File: config.mk
export PLATFORM = sky130hd
export DESIGN_NAME = fxq_requant
export DESIGN_NICKNAME = d
export VERILOG_FILES = /design/src/rtl/fxq_pkg.sv /design/src/rtl/fxq_quantize.sv /design/src/rtl/fxq_overflow.sv /design/src/rtl/fxq_requant.sv
export SDC_FILE = /design/constraint.sdc
export NUM_CORES = 1
export LEC_CHECK = 0
export ABC_CLOCK_PERIOD_IN_PS = 4100
export BUFFER_PORTS_ARGS = -buffer_cell sky130_fd_sc_hd__buf_2
export CELL_PAD_IN_SITES_DETAIL_PLACEMENT = 1
export CELL_PAD_IN_SITES_GLOBAL_PLACEMENT = 1
export CORE_MARGIN = 2
export CORE_UTILIZATION = 31
export CTS_CLUSTER_SIZE = 10
export DETAILED_ROUTE_END_ITERATION = 10
export PLACE_DENSITY_LB_ADDON = 0.08
export SLEW_MARGIN = 20
export SYNTH_ARGS = -nofsm -noshare
export SYNTH_HDL_FRONTEND = slang
export SYNTH_SLANG_ARGS = --single-unit
File: constraint.sdc
create_clock -name clk -period 4.1 [get_ports clk]
set_clock_uncertainty 0.1 [all_clocks]
set_input_delay 0.82 -clock clk [delete_from_list [all_inputs] [get_ports clk]]
set_output_delay 0.82 -clock clk [all_outputs]
set_load 0.05 [all_outputs]
File: src/rtl/fxq_pkg.sv
package fxq_pkg;

  typedef enum logic [2:0] {
    QM_TRUNC     = 3'd0,
    QM_TRUNC_Z   = 3'd1,
    QM_NEAR_AWAY = 3'd2,
    QM_NEAR_UP   = 3'd3,
    QM_NEAR_DOWN = 3'd4,
    QM_NEAR_EVEN = 3'd5,
    QM_NEAR_ZERO = 3'd6
  } qmode_e;

  typedef enum logic [1:0] {
    OM_WRAP = 2'd0,
    OM_SAT  = 2'd1,
    OM_ZERO = 2'd2,
    OM_SMAG = 2'd3
  } omode_e;

  // Decide whether the floored value must move up by one output LSB.
  // neg  : input is negative
  // half : discarded bits have their top bit set
  // rest : any discarded bit below the top one is set
  // lsb  : LSB of the floored value
  function automatic logic round_inc(input logic [2:0] mode,
                                     input logic neg,
                                     input logic half,
                                     input logic rest,
                                     input logic lsb);
    logic above_half;
    logic exact_half;
    logic res;
    above_half = half & rest;
    exact_half = half & ~rest;
    case (mode)
      QM_TRUNC_Z:   res = neg & (half | rest);
      QM_NEAR_AWAY: res = above_half | (exact_half & ~neg);
      QM_NEAR_UP:   res = half;
      QM_NEAR_DOWN: res = above_half;
      QM_NEAR_EVEN: res = above_half | (exact_half & lsb);
      QM_NEAR_ZERO: res = above_half | (exact_half & neg);
      default:      res = 1'b0;
    endcase
    return res;
  endfunction

endpackage

File: src/rtl/fxq_quantize.sv
module fxq_quantize #(
  parameter int IN_W      = 10,
  parameter int SH        = 2,
  parameter bit IN_SIGNED = 1'b1,
  parameter int QW        = IN_W - SH + 2
) (
  input  logic [IN_W-1:0]        din,
  input  logic [2:0]             qmode,
  output logic signed [QW-1:0]   qval,
  output logic                   nz,
  output logic                   inc,
  output logic                   neg
);

  localparam int EW = IN_W + 1;

  logic signed [EW-1:0] ext;

  assign ext = IN_SIGNED ? {din[IN_W-1], din} : {1'b0, din};
  assign neg = ext[EW-1];

  generate
    if (SH == 0) begin : g_noshift
      assign nz   = 1'b0;
      assign inc  = 1'b0;
      assign qval = {{(QW-EW){ext[EW-1]}}, ext};
    end else begin : g_shift
      localparam int FW = EW - SH;
      logic signed [FW-1:0] fl;
      logic [SH-1:0]        rem;
      logic [SH-1:0]        top_bit;
      logic                 half;
      logic                 rest;

      assign fl      = ext[EW-1:SH];
      assign rem     = ext[SH-1:0];
      assign top_bit = SH'(1) << (SH - 1);
      assign half    = rem[SH-1];
      assign rest    = (rem & ~top_bit) != '0;
      assign nz      = rem != '0;
      assign inc     = fxq_pkg::round_inc(qmode, neg, half, rest, fl[0]);
      assign qval    = $signed({fl[FW-1], fl}) + $signed({{(QW-1){1'b0}}, inc});
    end
  endgenerate

endmodule

File: src/rtl/fxq_overflow.sv
module fxq_overflow #(
  parameter int QW         = 10,
  parameter int OUT_W      = 6,
  parameter bit OUT_SIGNED = 1'b1,
  parameter int CW         = 10
) (
  input  logic signed [QW-1:0] qval,
  input  logic [1:0]           omode,
  output logic [OUT_W-1:0]     dout,
  output logic                 ovf,
  output logic                 too_hi,
  output logic                 too_lo
);

  localparam logic signed [CW-1:0] MAXV = OUT_SIGNED ?
      CW'((64'sd1 <<< (OUT_W - 1)) - 64'sd1) : CW'((64'sd1 <<< OUT_W) - 64'sd1);
  localparam logic signed [CW-1:0] MINV = OUT_SIGNED ?
      CW'(-(64'sd1 <<< (OUT_W - 1))) : '0;

  logic signed [CW-1:0] qc;
  logic [CW-1:0]        absq;
  logic                 qneg;
  logic [OUT_W-1:0]     low;
  logic [OUT_W-1:0]     smw;

  assign qc     = CW'(qval);
  assign qneg   = qc[CW-1];
  assign absq   = qneg ? -qc : qc;
  assign low    = qc[OUT_W-1:0];
  assign too_hi = qc > MAXV;
  assign too_lo = qc < MINV;
  assign ovf    = too_hi | too_lo;

  generate
    if (OUT_SIGNED) begin : g_sm_signed
      logic [OUT_W-1:0] mag;
      assign mag = {1'b0, absq[OUT_W-2:0]};
      assign smw = qneg ? -mag : mag;
    end else begin : g_sm_unsigned
      assign smw = absq[OUT_W-1:0];
    end
  endgenerate

  always_comb begin
    case (omode)
      fxq_pkg::OM_SAT:  dout = ovf ? (too_hi ? MAXV[OUT_W-1:0] : MINV[OUT_W-1:0]) : low;
      fxq_pkg::OM_ZERO: dout = ovf ? '0 : low;
      fxq_pkg::OM_SMAG: dout = ovf ? smw : low;
      default:          dout = low;
    endcase
  end

endmodule

File: src/rtl/fxq_requant.sv
module fxq_requant #(
  parameter int IN_W       = 10,
  parameter int IN_F       = 4,
  parameter int OUT_W      = 6,
  parameter int OUT_F      = 2,
  parameter bit IN_SIGNED  = 1'b1,
  parameter bit OUT_SIGNED = 1'b1
) (
  input  logic             clk,
  input  logic             rst_n,
  input  logic             in_valid,
  input  logic [IN_W-1:0]  in_data,
  input  logic [2:0]       q_mode,
  input  logic [1:0]       o_mode,
  output logic             out_valid,
  output logic [OUT_W-1:0] out_data,
  output logic             q_flag,
  output logic             ovf_flag
);

  localparam int SH = IN_F - OUT_F;
  localparam int QW = IN_W - SH + 2;
  localparam int CW = (QW > OUT_W + 2) ? QW : OUT_W + 2;
  localparam logic [OUT_W-1:0] MAXO = OUT_SIGNED ? {1'b0, {(OUT_W-1){1'b1}}} : '1;
  localparam logic [OUT_W-1:0] MINO = OUT_SIGNED ? {1'b1, {(OUT_W-1){1'b0}}} : '0;

  logic signed [QW-1:0] q_val;
  logic signed [CW-1:0] q_ext;
  logic                 q_nz;
  logic                 q_inc;
  logic                 in_neg;
  logic [OUT_W-1:0]     ov_dout;
  logic                 ov_any;
  logic                 ov_hi;
  logic                 ov_lo;

  fxq_quantize #(
    .IN_W(IN_W), .SH(SH), .IN_SIGNED(IN_SIGNED), .QW(QW)
  ) quant_i (
    .din(in_data), .qmode(q_mode), .qval(q_val),
    .nz(q_nz), .inc(q_inc), .neg(in_neg)
  );

  fxq_overflow #(
    .QW(QW), .OUT_W(OUT_W), .OUT_SIGNED(OUT_SIGNED), .CW(CW)
  ) ovf_i (
    .qval(q_val), .omode(o_mode), .dout(ov_dout),
    .ovf(ov_any), .too_hi(ov_hi), .too_lo(ov_lo)
  );

  assign q_ext = CW'(q_val);

  always_ff @(posedge clk) begin
    if (!rst_n) begin
      out_valid <= 1'b0;
      out_data  <= '0;
      q_flag    <= 1'b0;
      ovf_flag  <= 1'b0;
    end else begin
      out_valid <= in_valid;
      if (in_valid) begin
        out_data <= ov_dout;
        q_flag   <= q_nz;
        ovf_flag <= ov_any;
      end
    end
  end

  AST_VALID_RISE: assert property (@(posedge clk) disable iff (!rst_n)
    in_valid |=> out_valid);
  AST_VALID_DROP: assert property (@(posedge clk) disable iff (!rst_n)
    !in_valid |=> !out_valid);
  AST_IDLE_HOLD: assert property (@(posedge clk) disable iff (!rst_n)
    !in_valid |=> ($stable(out_data) && $stable(q_flag) && $stable(ovf_flag)));
  AST_EXACT_NO_STEP: assert property (@(posedge clk) disable iff (!rst_n)
    !q_nz |-> !q_inc);
  AST_IN_RANGE_PASS: assert property (@(posedge clk) disable iff (!rst_n)
    (in_valid && !ov_any) |=> (out_data == $past(q_ext[OUT_W-1:0])));
  AST_ONE_SIDE: assert property (@(posedge clk) disable iff (!rst_n)
    !(ov_hi && ov_lo));
  AST_SAT_LIMIT: assert property (@(posedge clk) disable iff (!rst_n)
    (in_valid && ov_any && o_mode == fxq_pkg::OM_SAT) |=>
    (out_data == MAXO || out_data == MINO));
  AST_ZERO_OVF: assert property (@(posedge clk) disable iff (!rst_n)
    (in_valid && ov_any && o_mode == fxq_pkg::OM_ZERO) |=> (out_data == '0));
  AST_SM_POS_SIGN: assert property (@(posedge clk) disable iff (!rst_n)
    (OUT_SIGNED && in_valid && ov_hi && o_mode == fxq_pkg::OM_SMAG) |=>
    !out_data[OUT_W-1]);
  AST_UNS_NEG_OVF: assert property (@(posedge clk) disable iff (!rst_n)
    (!OUT_SIGNED && in_valid && q_ext < 0) |-> ov_lo);

endmodule

==> metrics.txt, run 1 <==
H-tree Lvls 1; Antenna Violating Nets Remaining 0; final count of hold timing violations 0; Max-cap violations 0; share of flip-flops with an asynchronous set or reset 0; Setup-failing EPs final 0; Worst Hold Margin approximately 0.37 ns; Multi-input gate area 880 um^2; WP data required ~4.2 ns; Post-CTS Setup Inserts 0; Bufs and invs on worst path 2; PnR Total Power ~0.00033 W; dpl cell area approximately 0.0013 mm^2; post-route minimum period about 3.8 ns; share of layout cells above drive strength 1 0.249; CTS clk-pin slew, worst paths 0.06 ns; Leakage 0.573 nW; Post-CTS Hold Fix Bufs 0; Internal Power 0.000188 W; Tot GR Track Use 0.178; FMAX 264 MHz; final period utilization 0.923; I/O Pins 27; worst hold path type reg2reg; largest net degree at the start of global routing 14; Seq cells post-synth 9; Crit Path Max Fanout 6; Wirelength per Cell ~15 um; Fin Setup TNS 0 ns; Mapped Area between 0.001 and 0.0015 mm^2; Mapped Cells between 150 and 200; antenna violations before repair 0; min-delay src out_data[3]; FF/Latch Area 180 um^2; vias in the first global route between 1000 and 1500; Core ar. 0.00342 mm^2; Crit path largest cell delay between 0.4 and 0.5 ns; hold endpoint out_data[3]; FF-to-FF setup slack a little under 3 ns; first-pass GRT wire length about 5900 um; RR Startpoint out_data[4]; CP Launch Type input pin; pwr/cell area ~240 mW/mm^2; Slew Viols, Final 0; Mean Syn Cell Area slightly above 7 um^2; clk root buf clkbuf_4; Hold Path Cell Cnt 1; most frequent cell after synthesis nand2_1; CTS tree built; Die ar. slightly above 0.004 mm^2; R2R Path End out_data[4]; final-stage net count approximately 210; Clk pwr share 0.214; via count 1284; Seq/Total Area, Yosys 0.160; Core Rows 21; VDD IR-drop max around 0.15 mV; # fillers ~450; switch share 0.423; Reg power frac 0.301; Synth cell types 53; Rel. slew slack 0.713; die width approximately 64 um; RSZ-0062 raised after global routing false; slowest CP cell or4b_1; switching pwr approximately 0.00014 W; gr ovfl total 0; outcome finished clean; CP top delay family compound AO/OA/AOI/OAI gates; # DRC 0; final wirelength between 3000 and 4000 um; Logic pwr share 0.486; Via-to-Cell Ratio roughly 5.6; Worst EP arrival just under 4 ns; Iter 0 DRT Violations 40; Most used DFF post-synth dfxtp_1; syn nets 181; CTS Buffer Depth 2; YS warnings 0; post-synth top area share 0.160; Worst-Skew Late Latency 0.27 ns; Cell Count, Final, Fillers Out between 200 and 250; Final Cell Area roughly 0.0013 mm^2; CTS buffer count 3; Port-buffer cells 26; Post-CTS Resized 0; Crit Path Class in2reg; Sink Count 9; Initial Util 0.330; area grow syn2layout 19.2%; largest cells by area after synthesis dfxtp_1, nand2_1, a21oi_1; post-synth top area cell dfxtp_1; CP Cell Sequence buf_2, nor2_1, o21ai_0, o311ai_0, a211oi_1, ha_1, ha_1, inv_1, ha_2, nor2_1, or4b_1, nor3_2, mux2_1, mux2i_1, a211oi_2; DPL Wire Length around 2800 um; Post-synth EDFFs 0; chip height between 60 and 70 um; Placed Cells incl. Taps 227; # diodes 0; kind of end point of the critical path flop; Synth top cells by count nand2_1, nor2_1, a21oi_1; GPL Wtd Cong between 0.7 and 0.8; First-pass DRT Iterations 4; R2R depth 5; worst-margin pin slew ~0.43 ns
==> how the worst max path moves through the flow <==
stage	start	end	slack, ns	depth (start not counted)
finish	in_data[0]	out_data[4]	0.32	15
global route	in_data[0]	out_data[4]	0.02	15
CTS	in_data[0]	out_data[4]	0.25	15
detailed placement	in_data[0]	out_data[4]	-0.03	15
global placement	in_data[0]	out_data[4]	0.22	15
floorplan	in_data[9]	out_data[4]	0.31	13
==> flip-flops by register name, summed over array words and instances, names as in the netlist <==
signal,flops
ovf_flag,1
q_flag,1
out_valid,1
out_data,6
==> final cells by class <==
cell class                 count  area share
tap                           46      0.0429
sequential                     9       0.134
clock inverter                 1     0.00373
timing repair buffer          31       0.125
multi-input combinational    133       0.655
inverter                       8      0.0224
clock buffer                   3      0.0168
==> metal layers <==
metal	up-vias	track usage	routed length [um]	part of all wire
li1	643	-	-	-
met1	623	0.220	1560	0.46
met2	16	0.320	1700	0.50
met3	2	0.0423	90	0.027
met4	0	0.0239	10	0.0030
met5	-	0	0	0
==> kinds of logic (layout without fill, tap and decap cells) <==
kind of cell	Yosys count	in the layout	synth area share
simple gates	69	69	0.322
compound gates	50	50	0.321
buf+inv	17	43	0.0611
flops	9	9	0.160
xor+xnor	5	5	0.0456
mux	5	5	0.0456
fa+ha+maj	4	4	0.0444
==> placed cells by master, fill, tap and decap left out, types with 2 or more instances in the layout <==
master     n
buf_2     26
nand2_1   17
nor2_1    12
a21oi_1   11
dfxtp_1    9
o21ai_0    8
inv_1      8
nand3_1    7
nor3_1     6
and2_1     5
buf_4      5
mux2i_1    4
and3_1     4
nand4_1    3
xor2_1     3
o31ai_1    3
ha_1       3
clkbuf_4   3
o22ai_1    2
nor4b_1    2
a31oi_1    2
o21ai_1    2
o21a_1     2
a211oi_2   2
nor2b_1    2
nand2b_1   2
a21bo_2    2
nand3b_1   2
o221a_2    2
==> metrics by stage <==
| stage | worst slack (ns) | util |
|---|---|---|
| after floorplan | 0.314 | - |
| after global placement | 0.222 | 0.384 |
| after detailed placement | -0.0251 | 0.384 |
| after CTS | 0.251 | 0.392 |
| after global routing | 0.0234 | 0.393 |
| final | 0.316 | 0.393 |
==> power groups by stage <==
| stage | logic, W | registers (W) | clock network, W |
|---|---|---|---|
| 2_1_floorplan | 0.0000879 | 0.000125 | 0 |
| 3_3_place_gp | 0.000155 | 0.0000996 | 0 |
| 3_5_place_dp | 0.000159 | 0.000100 | 0 |
| 4_1_cts | 0.000160 | 0.0000981 | 0.0000725 |
| 5_1_grt | 0.000175 | 0.0000990 | 0.0000824 |
| 6_report | 0.000158 | 0.0000980 | 0.0000697 |
No activity file was read; power rests on OpenSTA's default activity.
==> run 2, diff against run 1 <==
- ABC_CLOCK_PERIOD_IN_PS: 4100 -> unset
- BUFFER_PORTS_ARGS: -buffer_cell sky130_fd_sc_hd__buf_2 -> -buffer_cell sky130_fd_sc_hd__buf_4
- CELL_PAD_IN_SITES_GLOBAL_PLACEMENT: 1 -> 2
- CORE_UTILIZATION: 31 -> 29
==> run 2 against run 1 <==
  * Global-route usage grew 0.67 points
  * Final area grew 5.7%
  * Critical path type unchanged
  * Combinational power grew 6%
  * Fmax shrank 0.59%
  * Highest routed layer is now met3
  * Flip-flop and latch count is the same
==> metrics.txt, run 2 (synthesized netlist as in run 1, its figures left out) <==
min-delay src out_data[3]; Setup-failing EPs final 0 (unchanged); commonest cells after routing, fill and taps aside buf_4, nand2_1, nor2_1; Worst-Skew Late Latency 0.24 ns (-0.03 ns); Rel. slew slack 0.656 (-0.0575); # DRC 0 (unchanged); Crit Path Max Fanout 6 (unchanged); highest routing layer actually used met3; R2R depth 5 (unchanged); switch share 0.388 (-0.0352); Via-to-Cell Ratio 5.54 (-0.35%); commonest non-fill, non-tap cell in the layout buf_4; H-tree Lvls 1 (unchanged); I/O Pins 27 (unchanged); kind of end point of the critical path flop; Leakage 0.594 nW (+3.8%); CTS Buffer Depth 2 (unchanged); Antenna Violating Nets Remaining 0 (unchanged); share of layout cells above drive strength 1 0.239 (-0.00952); vias in the first global route 1353 (+4.2%); Die ar. 0.00440 mm^2 (+6.5%); RSZ-0062 raised after global routing false; CP Launch Type input pin; M1 WL 1650 um (+5.8%); worst hold path type reg2reg; antenna violations before repair 0 (unchanged); Wirelength per Cell 15.6 um (+7.4%); switching pwr 0.000144 W (+4.3%); Core Rows 22 (+4.8%); VDD IR-drop max 0.125 mV (-19%); pwr/cell area 261 mW/mm^2 (+7.6%); Tot GR Track Use 0.185 (+0.00674); Fin Setup TNS 0 ns (unchanged); gr ovfl total 0 (unchanged); FF/Latch Area 180 um^2 (unchanged); met3 WL 91 um (+1.1%); final count of hold timing violations 0 (unchanged); Worst Hold Margin 0.367 ns (-0.00251 ns); Post-CTS Setup Inserts 0 (unchanged); DPL Wire Length 2970 um (+5.5%); Internal Power 0.000227 W (+21%); Core ar. 0.00369 mm^2 (+8.0%); final wirelength 3630 um (+7.9%); first-pass GRT wire length 6270 um (+6.8%); FMAX 263 MHz (-0.59%); PnR Total Power 0.000371 W (+14%); Reg power frac 0.266 (-0.035); met2 wire length 1880 um (+11%); Clk pwr share 0.282 (+0.068); clk root buf clkbuf_8; CTS clk-pin slew, worst paths 0.04 ns (-0.02 ns); # diodes 0 (unchanged); hold endpoint out_data[3]; final period utilization 0.928 (+0.00545); Multi-input gate area 877 um^2 (-0.28%); # fillers 472 (+5.4%); FF-to-FF setup slack 2.94 ns (about the same); post-route minimum period 3.81 ns (+0.0224 ns); WP data required 4.15 ns (-0.04 ns); final-stage net count 207 (-0.48%); Initial Util 0.305 (-0.0244); Hold Path Cell Cnt 1 (unchanged); Slew Viols, Final 0 (unchanged); Logic pwr share 0.451 (-0.035); Max-cap violations 0 (unchanged); RR Startpoint out_data[4]; Worst EP arrival 3.86 ns (about the same); GPL Wtd Cong 0.741 (-3.7%); R2R Path End out_data[4]; worst-margin pin slew 0.509 ns (+0.0827 ns); CTS tree built; CTS buffer count 3 (unchanged); Iter 0 DRT Violations 64 (+60%); via count 1285 (+0.078%); Sink Count 9 (unchanged); Largest register FFs 6 (unchanged); chip height 66.3 um (+3.2%); First-pass DRT Iterations 4 (unchanged); outcome finished clean; Port-buffer cells 26 (unchanged); area grow syn2layout 26.0%; largest register by flop count out_data; largest net degree at the start of global routing 15 (+1); die width 66.3 um (+3.2%); Post-CTS Hold Fix Bufs 0 (unchanged); Crit Path Class in2reg; Post-CTS Resized 0 (unchanged)
run 2: routing by layer:
metal / vias to the layer above / global-route usage
met4: 0 / 0.0306
met1: 623 / 0.227
li1: 645 / -
met3: 0 / 0.0256
met2: 17 / 0.344
met5: - / 0
run 2: worst max path at each step:
stage	depth (start not counted)	start	end
global placement	14	q_mode[1]	out_data[4]
detailed placement	14	q_mode[1]	out_data[4]
floorplan	13	in_data[9]	out_data[4]
finish	14	q_mode[1]	out_data[4]
global route	15	in_data[0]	out_data[4]
CTS	14	q_mode[1]	out_data[4]
run 2: layout make-up:
cell class	count	share of cell area
clock buffer	3	0.0291
clock inverter	1	0.00353
inverter	8	0.0212
multi-input combinational	133	0.618
sequential	9	0.127
tap	48	0.0423
timing repair buffer	30	0.159
run 2: worst max-delay path: stages:
cell	delay, ns
buf_4	0.12
o21ai_0	0.18
o311ai_0	0.16
a211oi_1	0.26
ha_1	0.24
ha_1	0.31
inv_1	0.12
ha_1	0.26
nor2_1	0.07
or4b_1	0.49
nor3_2	0.15
mux2_1	0.35
mux2i_1	0.13
a211oi_2	0.19
run 2: power by group through the flow:
stage               sequential [W]  clock, W  combinational, W
floorplan                 0.000125         0         0.0000879
global placement          0.000100         0          0.000164
detailed placement        0.000101         0          0.000168
CTS                      0.0000989  0.000109          0.000169
global route             0.0000996  0.000114          0.000185
finish                   0.0000988  0.000105          0.000167
run 2: through the flow:
stage,worst slack [ns],utilization,std cells,cell area (um^2)
CTS,0.252,0.385,232,1420
floorplan,0.314,-,159,1130
global route,0.0483,0.385,232,1420
global placement,0.194,0.372,228,1370
detailed placement,0.0263,0.372,228,1370
finish,0.293,0.385,232,1420
